`src/rtl/wdt_pkg.sv`:
```
package wdt_pkg;

    localparam int VAL_W    = 6;
    localparam int MIN_LOAD = 4;

    localparam logic [2:0] ADR_CTRL = 3'd0;
    localparam logic [2:0] ADR_LOAD = 3'd1;
    localparam logic [2:0] ADR_KICK = 3'd2;
    localparam logic [2:0] ADR_CFG  = 3'd3;
    localparam logic [2:0] ADR_STA  = 3'd4;
    localparam logic [2:0] ADR_STB  = 3'd5;

    localparam int HALT_BIT    = 3;
    localparam int INHIBIT_BIT = 1;

    typedef struct packed {
        logic [1:0]       spare;
        logic [VAL_W-1:0] load_val;
        logic             halt;
        logic             inhibit;
        logic             to_flag;
        logic             armed;
        logic             sec_flag;
        logic             blk_flag;
        logic             rst_pls;
    } wdt_regs_t;

endpackage

```
`src/rtl/wdt_prescaler.sv`:
```
module wdt_prescaler #(
    parameter int TICK_CLKS = 30_000_000
) (
    input  logic clk,
    input  logic rst_n,
    input  logic run_i,
    input  logic restart_i,
    output logic tick_o
);
    localparam int PW = (TICK_CLKS > 1) ? $clog2(TICK_CLKS) : 1;
    localparam logic [PW-1:0] LAST = PW'(TICK_CLKS - 1);

    logic [PW-1:0] pre_d, pre_q;

    assign tick_o = run_i && !restart_i && (pre_q == LAST);

    always_comb begin
        pre_d = pre_q;
        if (restart_i) begin
            pre_d = '0;
        end else if (run_i) begin
            pre_d = (pre_q == LAST) ? '0 : pre_q + 1'b1;
        end
    end

    always_ff @(posedge clk or negedge rst_n) begin
        if (!rst_n) pre_q <= '0;
        else        pre_q <= pre_d;
    end

    // Halt freezes the prescaler.
    assert_halt_freezes_pre_R5: assert property (@(posedge clk) disable iff (!rst_n)
        (!run_i && !restart_i) |=> $stable(pre_q));

    generate
        if (TICK_CLKS > 1) begin : g_restart_chk
            // A kick restarts the prescaler, so no tick follows it at once.
            assert_restart_no_tick_R4: assert property (@(posedge clk) disable iff (!rst_n)
                restart_i |=> !tick_o);
        end
    endgenerate
endmodule

```
`src/rtl/wdt_counter.sv`:
```
module wdt_counter
    import wdt_pkg::*;
#(
    parameter logic [VAL_W-1:0] DEF_LOAD = 6'd4
) (
    input  logic             clk,
    input  logic             rst_n,
    input  logic             tick_i,
    input  logic             reload_i,
    input  logic [VAL_W-1:0] load_val_i,
    output logic             expire_o
);
    logic [VAL_W-1:0] cnt_d, cnt_q;

    assign expire_o = tick_i && !reload_i && (cnt_q == '0);

    always_comb begin
        cnt_d = cnt_q;
        if (reload_i || expire_o) begin
            cnt_d = load_val_i;
        end else if (tick_i) begin
            cnt_d = cnt_q - 1'b1;
        end
    end

    always_ff @(posedge clk or negedge rst_n) begin
        if (!rst_n) cnt_q <= DEF_LOAD;
        else        cnt_q <= cnt_d;
    end

    // Every expiry reloads the countdown with the reload value.
    assert_reload_on_expiry_R6: assert property (@(posedge clk) disable iff (!rst_n)
        expire_o |=> (cnt_q == $past(load_val_i)));

    // A kick loads the countdown.
    assert_kick_loads_R4: assert property (@(posedge clk) disable iff (!rst_n)
        reload_i |=> (cnt_q == $past(load_val_i)));
endmodule

```
`src/rtl/wdt_regfile.sv`:
```
module wdt_regfile
    import wdt_pkg::*;
#(
    parameter logic [VAL_W-1:0] DEF_LOAD = 6'd4
) (
    input  logic             clk,
    input  logic             rst_n,
    input  logic             wr_en_i,
    input  logic [2:0]       addr_i,
    input  logic [7:0]       wdata_i,
    input  logic             expire_i,
    output logic [7:0]       rdata_o,
    output logic             halt_o,
    output logic             kick_o,
    output logic [VAL_W-1:0] load_val_o,
    output logic             rst_req_o
);
    wdt_regs_t s_d, s_q;

    logic wr_ctrl, wr_load, wr_cfg, wr_sta, wr_stb;
    logic clr_to, second;

    assign wr_ctrl = wr_en_i && (addr_i == ADR_CTRL);
    assign wr_load = wr_en_i && (addr_i == ADR_LOAD);
    assign kick_o  = wr_en_i && (addr_i == ADR_KICK);
    assign wr_cfg  = wr_en_i && (addr_i == ADR_CFG);
    assign wr_sta  = wr_en_i && (addr_i == ADR_STA);
    assign wr_stb  = wr_en_i && (addr_i == ADR_STB);
    assign clr_to  = wr_sta && wdata_i[0];
    assign second  = expire_i && s_q.armed;

    always_comb begin
        s_d = s_q;
        if (wr_ctrl) s_d.halt = wdata_i[HALT_BIT];
        if (wr_cfg)  s_d.inhibit = wdata_i[INHIBIT_BIT];
        if (wr_load) begin
            s_d.spare = wdata_i[7:6];
            if (wdata_i[VAL_W-1:0] >= VAL_W'(MIN_LOAD)) s_d.load_val = wdata_i[VAL_W-1:0];
        end
        // Clears first; a flag that sets on the same edge wins.
        if (clr_to) s_d.to_flag = 1'b0;
        if (clr_to || kick_o) s_d.armed = 1'b0;
        if (wr_stb) begin
            if (wdata_i[0]) s_d.sec_flag = 1'b0;
            if (wdata_i[1]) s_d.blk_flag = 1'b0;
        end
        if (expire_i) begin
            s_d.to_flag = 1'b1;
            s_d.armed   = 1'b1;
        end
        if (second) begin
            s_d.sec_flag = 1'b1;
            if (s_q.inhibit) s_d.blk_flag = 1'b1;
        end
        s_d.rst_pls = second && !s_q.inhibit;
    end

    always_ff @(posedge clk or negedge rst_n) begin
        if (!rst_n) begin
            s_q          <= '0;
            s_q.load_val <= DEF_LOAD;
            s_q.halt     <= 1'b1;
            s_q.inhibit  <= 1'b1;
        end else begin
            s_q <= s_d;
        end
    end

    always_comb begin
        rdata_o = '0;
        case (addr_i)
            ADR_CTRL: rdata_o[HALT_BIT] = s_q.halt;
            ADR_LOAD: rdata_o = {s_q.spare, s_q.load_val};
            ADR_CFG:  rdata_o[INHIBIT_BIT] = s_q.inhibit;
            ADR_STA:  rdata_o[0] = s_q.to_flag;
            ADR_STB:  rdata_o[1:0] = {s_q.blk_flag, s_q.sec_flag};
            default:  rdata_o = '0;
        endcase
    end

    assign halt_o     = s_q.halt;
    assign load_val_o = s_q.load_val;
    assign rst_req_o  = s_q.rst_pls;

    assert_load_in_range_R3: assert property (@(posedge clk) disable iff (!rst_n)
        s_q.load_val >= VAL_W'(MIN_LOAD));

    assert_rst_one_cycle_R7: assert property (@(posedge clk) disable iff (!rst_n)
        rst_req_o |=> !rst_req_o);

    assert_rst_gated_R8: assert property (@(posedge clk) disable iff (!rst_n)
        rst_req_o |-> !$past(s_q.inhibit));

    assert_set_beats_clear_R9: assert property (@(posedge clk) disable iff (!rst_n)
        expire_i |=> s_q.to_flag);
endmodule

```
`src/rtl/wdt_core.sv`:
```
module wdt_core
    import wdt_pkg::*;
#(
    parameter int               TICK_CLKS = 30_000_000,
    parameter logic [VAL_W-1:0] DEF_LOAD  = 6'd4
) (
    input  logic       clk,
    input  logic       rst_n,
    input  logic       wr_en,
    input  logic [2:0] addr,
    input  logic [7:0] wdata,
    output logic [7:0] rdata,
    output logic       rst_req
);
    logic             halt, kick, tick, expire;
    logic [VAL_W-1:0] load_val;

    wdt_regfile #(.DEF_LOAD(DEF_LOAD)) u_regs (
        .clk(clk), .rst_n(rst_n), .wr_en_i(wr_en), .addr_i(addr), .wdata_i(wdata),
        .expire_i(expire), .rdata_o(rdata), .halt_o(halt), .kick_o(kick),
        .load_val_o(load_val), .rst_req_o(rst_req)
    );

    wdt_prescaler #(.TICK_CLKS(TICK_CLKS)) u_pre (
        .clk(clk), .rst_n(rst_n), .run_i(!halt), .restart_i(kick), .tick_o(tick)
    );

    wdt_counter #(.DEF_LOAD(DEF_LOAD)) u_cnt (
        .clk(clk), .rst_n(rst_n), .tick_i(tick), .reload_i(kick),
        .load_val_i(load_val), .expire_o(expire)
    );

    // While halted, the countdown never expires.
    assert_halt_no_expiry_R5: assert property (@(posedge clk) disable iff (!rst_n)
        halt |-> !expire);
endmodule

```
`config.mk`:
```
export PLATFORM = sky130hd
export DESIGN_NAME = wdt_core
export DESIGN_NICKNAME = d
export VERILOG_FILES = /design/src/rtl/wdt_pkg.sv /design/src/rtl/wdt_prescaler.sv /design/src/rtl/wdt_counter.sv /design/src/rtl/wdt_regfile.sv /design/src/rtl/wdt_core.sv
export SDC_FILE = /design/constraint.sdc
export NUM_CORES = 1
export LEC_CHECK = 0
export CORE_ASPECT_RATIO = 0.6
export CORE_MARGIN = 4
export CORE_UTILIZATION = 52
export DETAILED_ROUTE_END_ITERATION = 8
export MAX_ROUTING_LAYER = met4
export PLACE_DENSITY = 0.85
export REMOVE_ABC_BUFFERS = 1
export SETUP_SLACK_MARGIN = 0.3
export SLEW_MARGIN = 10
export SYNTH_ARGS = -nofsm -noshare
export SYNTH_HDL_FRONTEND = slang
export SYNTH_SLANG_ARGS = --single-unit
```
`constraint.sdc`:
```
create_clock -name clk -period 2.3 [get_ports clk]
set_input_delay 0.345 -clock clk [delete_from_list [all_inputs] [get_ports clk]]
set_output_delay 0.345 -clock clk [all_outputs]
set_load 0.02 [all_outputs]
```
Word level (Yosys, flattened, before mapping)
Index checks and enable logic that the tools add are counted.
{"block": "classes", "n_mux": 18, "eq_ne": 7, "reduce_logical": 27, "add_sub_neg": 2, "order_cmp": 1}
{"op": "$mux 25", "count": 3}
{"op": "$add 25x1->25 const B", "count": 1}
{"op": "$eq 25x25->1 const B", "count": 1}
{"op": "$logic_and 1x1->1", "count": 13}
{"op": "$mux 6", "count": 2}
{"op": "$reduce_bool 2->1", "count": 5}
{"op": "$eq 3x2->1 const B", "count": 2}
{"op": "$eq 3x3->1 const B", "count": 2}
{"op": "$ge 6x3->1 const B", "count": 1}
{"op": "$logic_not 6->1", "count": 1}
{"op": "$mux 1", "count": 6}
{"op": "$mux 2", "count": 3}
{"op": "$pmux 1 s3", "count": 2}
{"op": "$sub 6x1->6 const B", "count": 1}
{"op": "$mux 4", "count": 1}
{"op": "$reduce_and 2->1", "count": 2}
{"op": "$eq 3x1->1 const B", "count": 1}
{"op": "$logic_not 1->1", "count": 3}
{"op": "$logic_not 3->1", "count": 1}
{"op": "$logic_or 1x1->1", "count": 2}
{"op": "$ne 2x1->1 const B", "count": 1}
{"op": "$pmux 1 s2", "count": 1}
{"block": "word_totals", "inputBits": 14, "register_bits": 46, "wordCells": 66, "out_inout_bits": 9}

Logic depth before layout (Yosys ltp)
{"block": "logic_depth", "depth_word": 10, "ltp_mapped": 7, "ltp_nobuf": 6}

Modules after synthesis
Synthesis repeated with hierarchy kept, for this count alone.
{"block": "hier_totals", "cells_unflattened": 285, "area_unflattened_um2": 2797.7}
{"module": "wdt_prescaler", "cells_per_inst": 177, "seq_area_each_um2": 625.6, "instances": 1, "area_per_inst_um2": 1537.7}
{"module": "wdt_regfile", "cells_per_inst": 71, "seq_area_each_um2": 379.1, "instances": 1, "area_per_inst_um2": 818.3}
{"module": "wdt_counter", "cells_per_inst": 36, "seq_area_each_um2": 151.4, "instances": 1, "area_per_inst_um2": 437.9}
{"module": "wdt_core", "cells_per_inst": 1, "seq_area_each_um2": 0.0, "instances": 1, "area_per_inst_um2": 3.8}

Worst setup path before layout
No wires, ideal clock.
{"block": "synth_timing", "path_type": "reg-to-reg", "from": "register u_pre.pre_q[0]", "to": "register u_cnt.cnt_q[4]", "setup_slack_ns": 0.060, "arrival_time_ns": 2.117, "setup_ns": 0.123, "n_path_buf": 0, "required_time_ns": 2.177, "stages_incl_launch_ff": 7, "synth_period_minus_slack_ns": 2.240, "path_cell_list": "dfrtp_1 > ha_1 > nand3_2 > or4_4 > nor4_4 > a21oi_2 > o221a_1"}
{"block": "synth_via", "elab_chain_cells": 6, "word_cells_on_any_way": 7, "classes_between": "1 x eq/ne; 1 x mux; 5 x reduce/logical"}
{"item": "start: declaration", "line": "wdt_prescaler.sv:13", "rtl": "logic [PW-1:0] pre_d, pre_q;"}
{"item": "start signal: assignment", "line": "wdt_prescaler.sv:28", "rtl": "else pre_q <= pre_d;"}
{"item": "$eq 25x25->1 (*)", "line": "wdt_prescaler.sv:15", "rtl": "assign tick_o = run_i && !restart_i && (pre_q == LAST);"}
{"item": "$logic_and 1x1->1 (*)", "line": "wdt_prescaler.sv:15"}
{"item": "$logic_and 1x1->1 (2 in series)", "line": "wdt_counter.sv:15", "rtl": "assign expire_o = tick_i && !reload_i && (cnt_q == '0);"}
{"item": "$logic_or 1x1->1", "line": "wdt_counter.sv:19", "rtl": "if (reload_i || expire_o) begin"}
{"item": "$mux 6 / $reduce_bool 2->1 (equally long branches)"}
{"item": "end signal: assignment", "line": "wdt_counter.sv:28", "rtl": "else cnt_q <= cnt_d;"}
{"item": "end: declaration", "line": "wdt_counter.sv:13", "rtl": "logic [VAL_W-1:0] cnt_d, cnt_q;"}
Every way passes the cells marked *; elsewhere a longest branch is shown, timed or not.
A chain may end at the register's enable or synchronous reset.

Worst setup path after layout
{"block": "layout_timing", "from": "register u_pre.pre_q[10]", "to": "register u_cnt.cnt_q[5]"}
The elaborated chain is that of the path after synthesis.

==> metrics <==
proportion of netlist area held by the largest area contributor=38.23%; num rows=20; Diodes inserted=0; synthesized area per cell=8.983 um2; kind of end point of the critical path=flip-flop; Stages on worst setup path=6; final estimated routing congestion in global placement=1.008; Post-synth EDFFs=0; Synth area leader=dfrtp_1; pin count of the biggest net entering global routing=47; kind of cell with the highest combined delay on the critical path=simple AND/OR/NAND/NOR gates; Via Count=3020; CTS tree=done; number of global-route vias before repair=2690; Final Setup Violations=0; setup repair after global routing missed its margin=yes; number of design rule violations left after detail routing=0; Critical Path Fanout Max=5; number of maximum-capacitance violations=0; Boundary Pins=23; DR pass1 iterations=7; CTS clock-pin slew for the worst setup and hold paths=90 ps; highest ir drop seen on vdd=0.3228 mV; fin util=73.25%; Reg2Reg Setup Slack=110 ps; arrival time worst endpoint=2390 ps; count of mapped cells out of synthesis=306; Slew headroom=57.66%; Fmax=456.4 MHz; antenna violation net count after detailed routing=0; CTS root buf=clkbuf_8; DPL Wire Length=5841 um; synthesized area=0.002749 mm2; reg2reg start=u_pre.pre_q[10]; proportion of synthesized flip-flops having asynchronous set or reset=100.0%; H-tree levels=2; highest-delay cell along the critical path=or4_4; later-pin clock latency in the skew report=310 ps; clock buffer count from CTS=5; final slew viol count=0; number of failing hold endpoints at the final stage=0; area used by multi-input combinational logic=0.001702 mm2; chip height=64.32 um; clock period minus worst slack=2191 ps; share of the yosys chip area belonging to registers=42.06%; Synth Flop Type=dfrtp_1; TNS Setup=0 ps; post-synthesis to final-layout area growth=35.37%; register area=0.001160 mm2; most common cell in the netlist=dfrtp_1; portion of the clock cycle consumed by the worst path in the final layout=95.26%; die width=101.9 um; required time at the worst-slack endpoint=2500 ps; number of nets in the layout=389; overflow left after global routing=0; number of synthesized register bits=46; cell count after placement=417; stage delay of the slowest cell on the critical path=600 ps; leading cell types by total area after synthesis=dfrtp_1 38%, nand2_1 5.3%, dfstp_2 3.8%; worst r2r dst=u_cnt.cnt_q[5]; Longest Clk Path Bufs=2; initial core utilization=54.11%; final standard cell count with taps included and fillers excluded=439; first-pass GRT wire length=13420 um; Critical Path Sink=u_cnt.cnt_q[5]; DIE AREA=0.006552 mm2; synth cell count leaders=42 x dfrtp_1, 39 x nand2_1, 20 x nand3_1; areal power density over the cells=681.7 mW/mm2; Routed WL per cell=21.19 um; CP startpoint=u_pre.pre_q[10]; worst-case reg-to-reg path depth=6; Core Region=0.005080 mm2; share of final-layout standard cells stronger than drive strength 1=29.49%; routed vias/inst=6.879; post-route total power=2.537 mW; initial antenna violation count=0; number of unique standard cell types used by synthesis=58; buffers plus inverters on the worst setup path=1; Ys Warns=0; Post-Route WL=9303 um; worst-path cell chain=nand4bb_1 > or4_4 > nor4_4 > buf_4 > a21oi_4 > o221a_1; CP startpoint kind=flip-flop; static leakage=1.691 nW; type of the worst min-delay path=primary input to async pin; number of fill cells in the layout=325; number of DRC markers after the initial detailed-route iteration=505; combined global-route utilization of all metal layers=26.94%; Setup Crit Path Kind=flip-flop to flip-flop; actual transition at the worst max-transition pin=632.3 ps; worst clock skew=5.486 ps; CTS Sinks=46; outcome=finished clean; Hold Buf Count CTS=0; number of buffers added on ports=22
## state kept, by name, indices dropped and copies added (netlist names)
name,count
u_regs.load_val_o,6
u_regs.s_q,7
u_cnt.cnt_q,6
u_regs.halt_o,1
u_regs.rst_req_o,1
u_pre.pre_q,25
## cell families after synthesis
kind of cell             count (synthesis)  synth area share (%)
AO/OA/AOI/OAI                           73                 17.71
buffers and inverters                   23                 3.277
flip-flops                              46                 42.06
AND/OR/NAND/NOR                        144                 29.04
adder cells (fa/ha/maj)                  3                 1.366
multiplexers                            16                 6.236
XOR/XNOR                                 1                0.3187
## placed cells by master, fill, tap and decap left out, types with 4 or more instances in the layout
cell type / netlist / layout
a21o_1: 4 / 4
a21oi_1: 19 / 16
a31oi_1: 8 / 8
and3_1: 8 / 7
buf_4: 0 / 44
buf_6: 0 / 4
clkbuf_8: 0 / 5
clkdlybuf4s50_1: 0 / 10
dfrtp_1: 42 / 39
dfstp_2: 4 / 4
dlymetal6s2s_1: 0 / 8
inv_1: 10 / 10
mux2_2: 9 / 9
mux2i_1: 7 / 7
nand2_1: 39 / 38
nand3_1: 20 / 20
nand4_1: 11 / 11
nand4bb_1: 4 / 4
nor2_1: 14 / 13
nor3_1: 14 / 9
o21ai_0: 12 / 12
## power breakdown
group	internal, mW	leakage (nW)	total [mW]	switching, mW
sequential	0.955	0.582	1.13	0.176
clock	0.325	0.0514	0.623	0.299
combinational	0.375	1.06	0.782	0.407
total	1.65	1.69	2.54	0.882
## how the worst min path moves through the flow
| stage | endpoint | slack [ps] |
|---|---|---|
| CTS | u_pre.pre_q[18] | 140 |
| global route | u_pre.pre_q[18] | 160 |
| finish | u_pre.pre_q[8] | 120 |
| detailed placement | u_pre.pre_q[8] | 470 |
| global placement | u_pre.pre_q[8] | 470 |
| floorplan | u_cnt.cnt_q[0] | 50 |
## through the flow
step / setup slack, ps / hold WS, ps / area [um2]
after floorplan: -476.4 / 49.41 / 2696
after global placement: -99.82 / 470.0 / 3281
after detailed placement: -221.5 / 470.2 / 3281
after CTS: 72.04 / 143.3 / 3475
after global routing: 64.16 / 161.2 / 3721
final: 109.1 / 119.8 / 3721
## what timing repair did
| action | CTS | global route |
|---|---|---|
| buffers inserted | 1 | 12 |
| resized for setup | 23 | 36 |
| cloned | 0 | 1 |
| endpoints found under the setup margin | 41 | 41 |
| pin swaps | 9 | 16 |
## cell type report
class                   instances  share of cell area, %
flip-flops and latches         46                  31.17
repair buffers                 72                  16.91
inverters                      10                  1.009
clock buffers                   6                  1.950
multi-input cells             237                  45.73
well taps                      66                  2.219
clock inverters                 2                  1.009
## layer usage
layer / vias up / share of wire, % / global-route usage, %
li1: 1285 / - / -
met2: 263 / 44 / 37.30
met1: 1427 / 40 / 38.54
met4: 0 / 3.2 / 7.201
met3: 45 / 13 / 7.852
met5: - / 0 / -
Note: power is estimated with default switching activity, not from simulation.
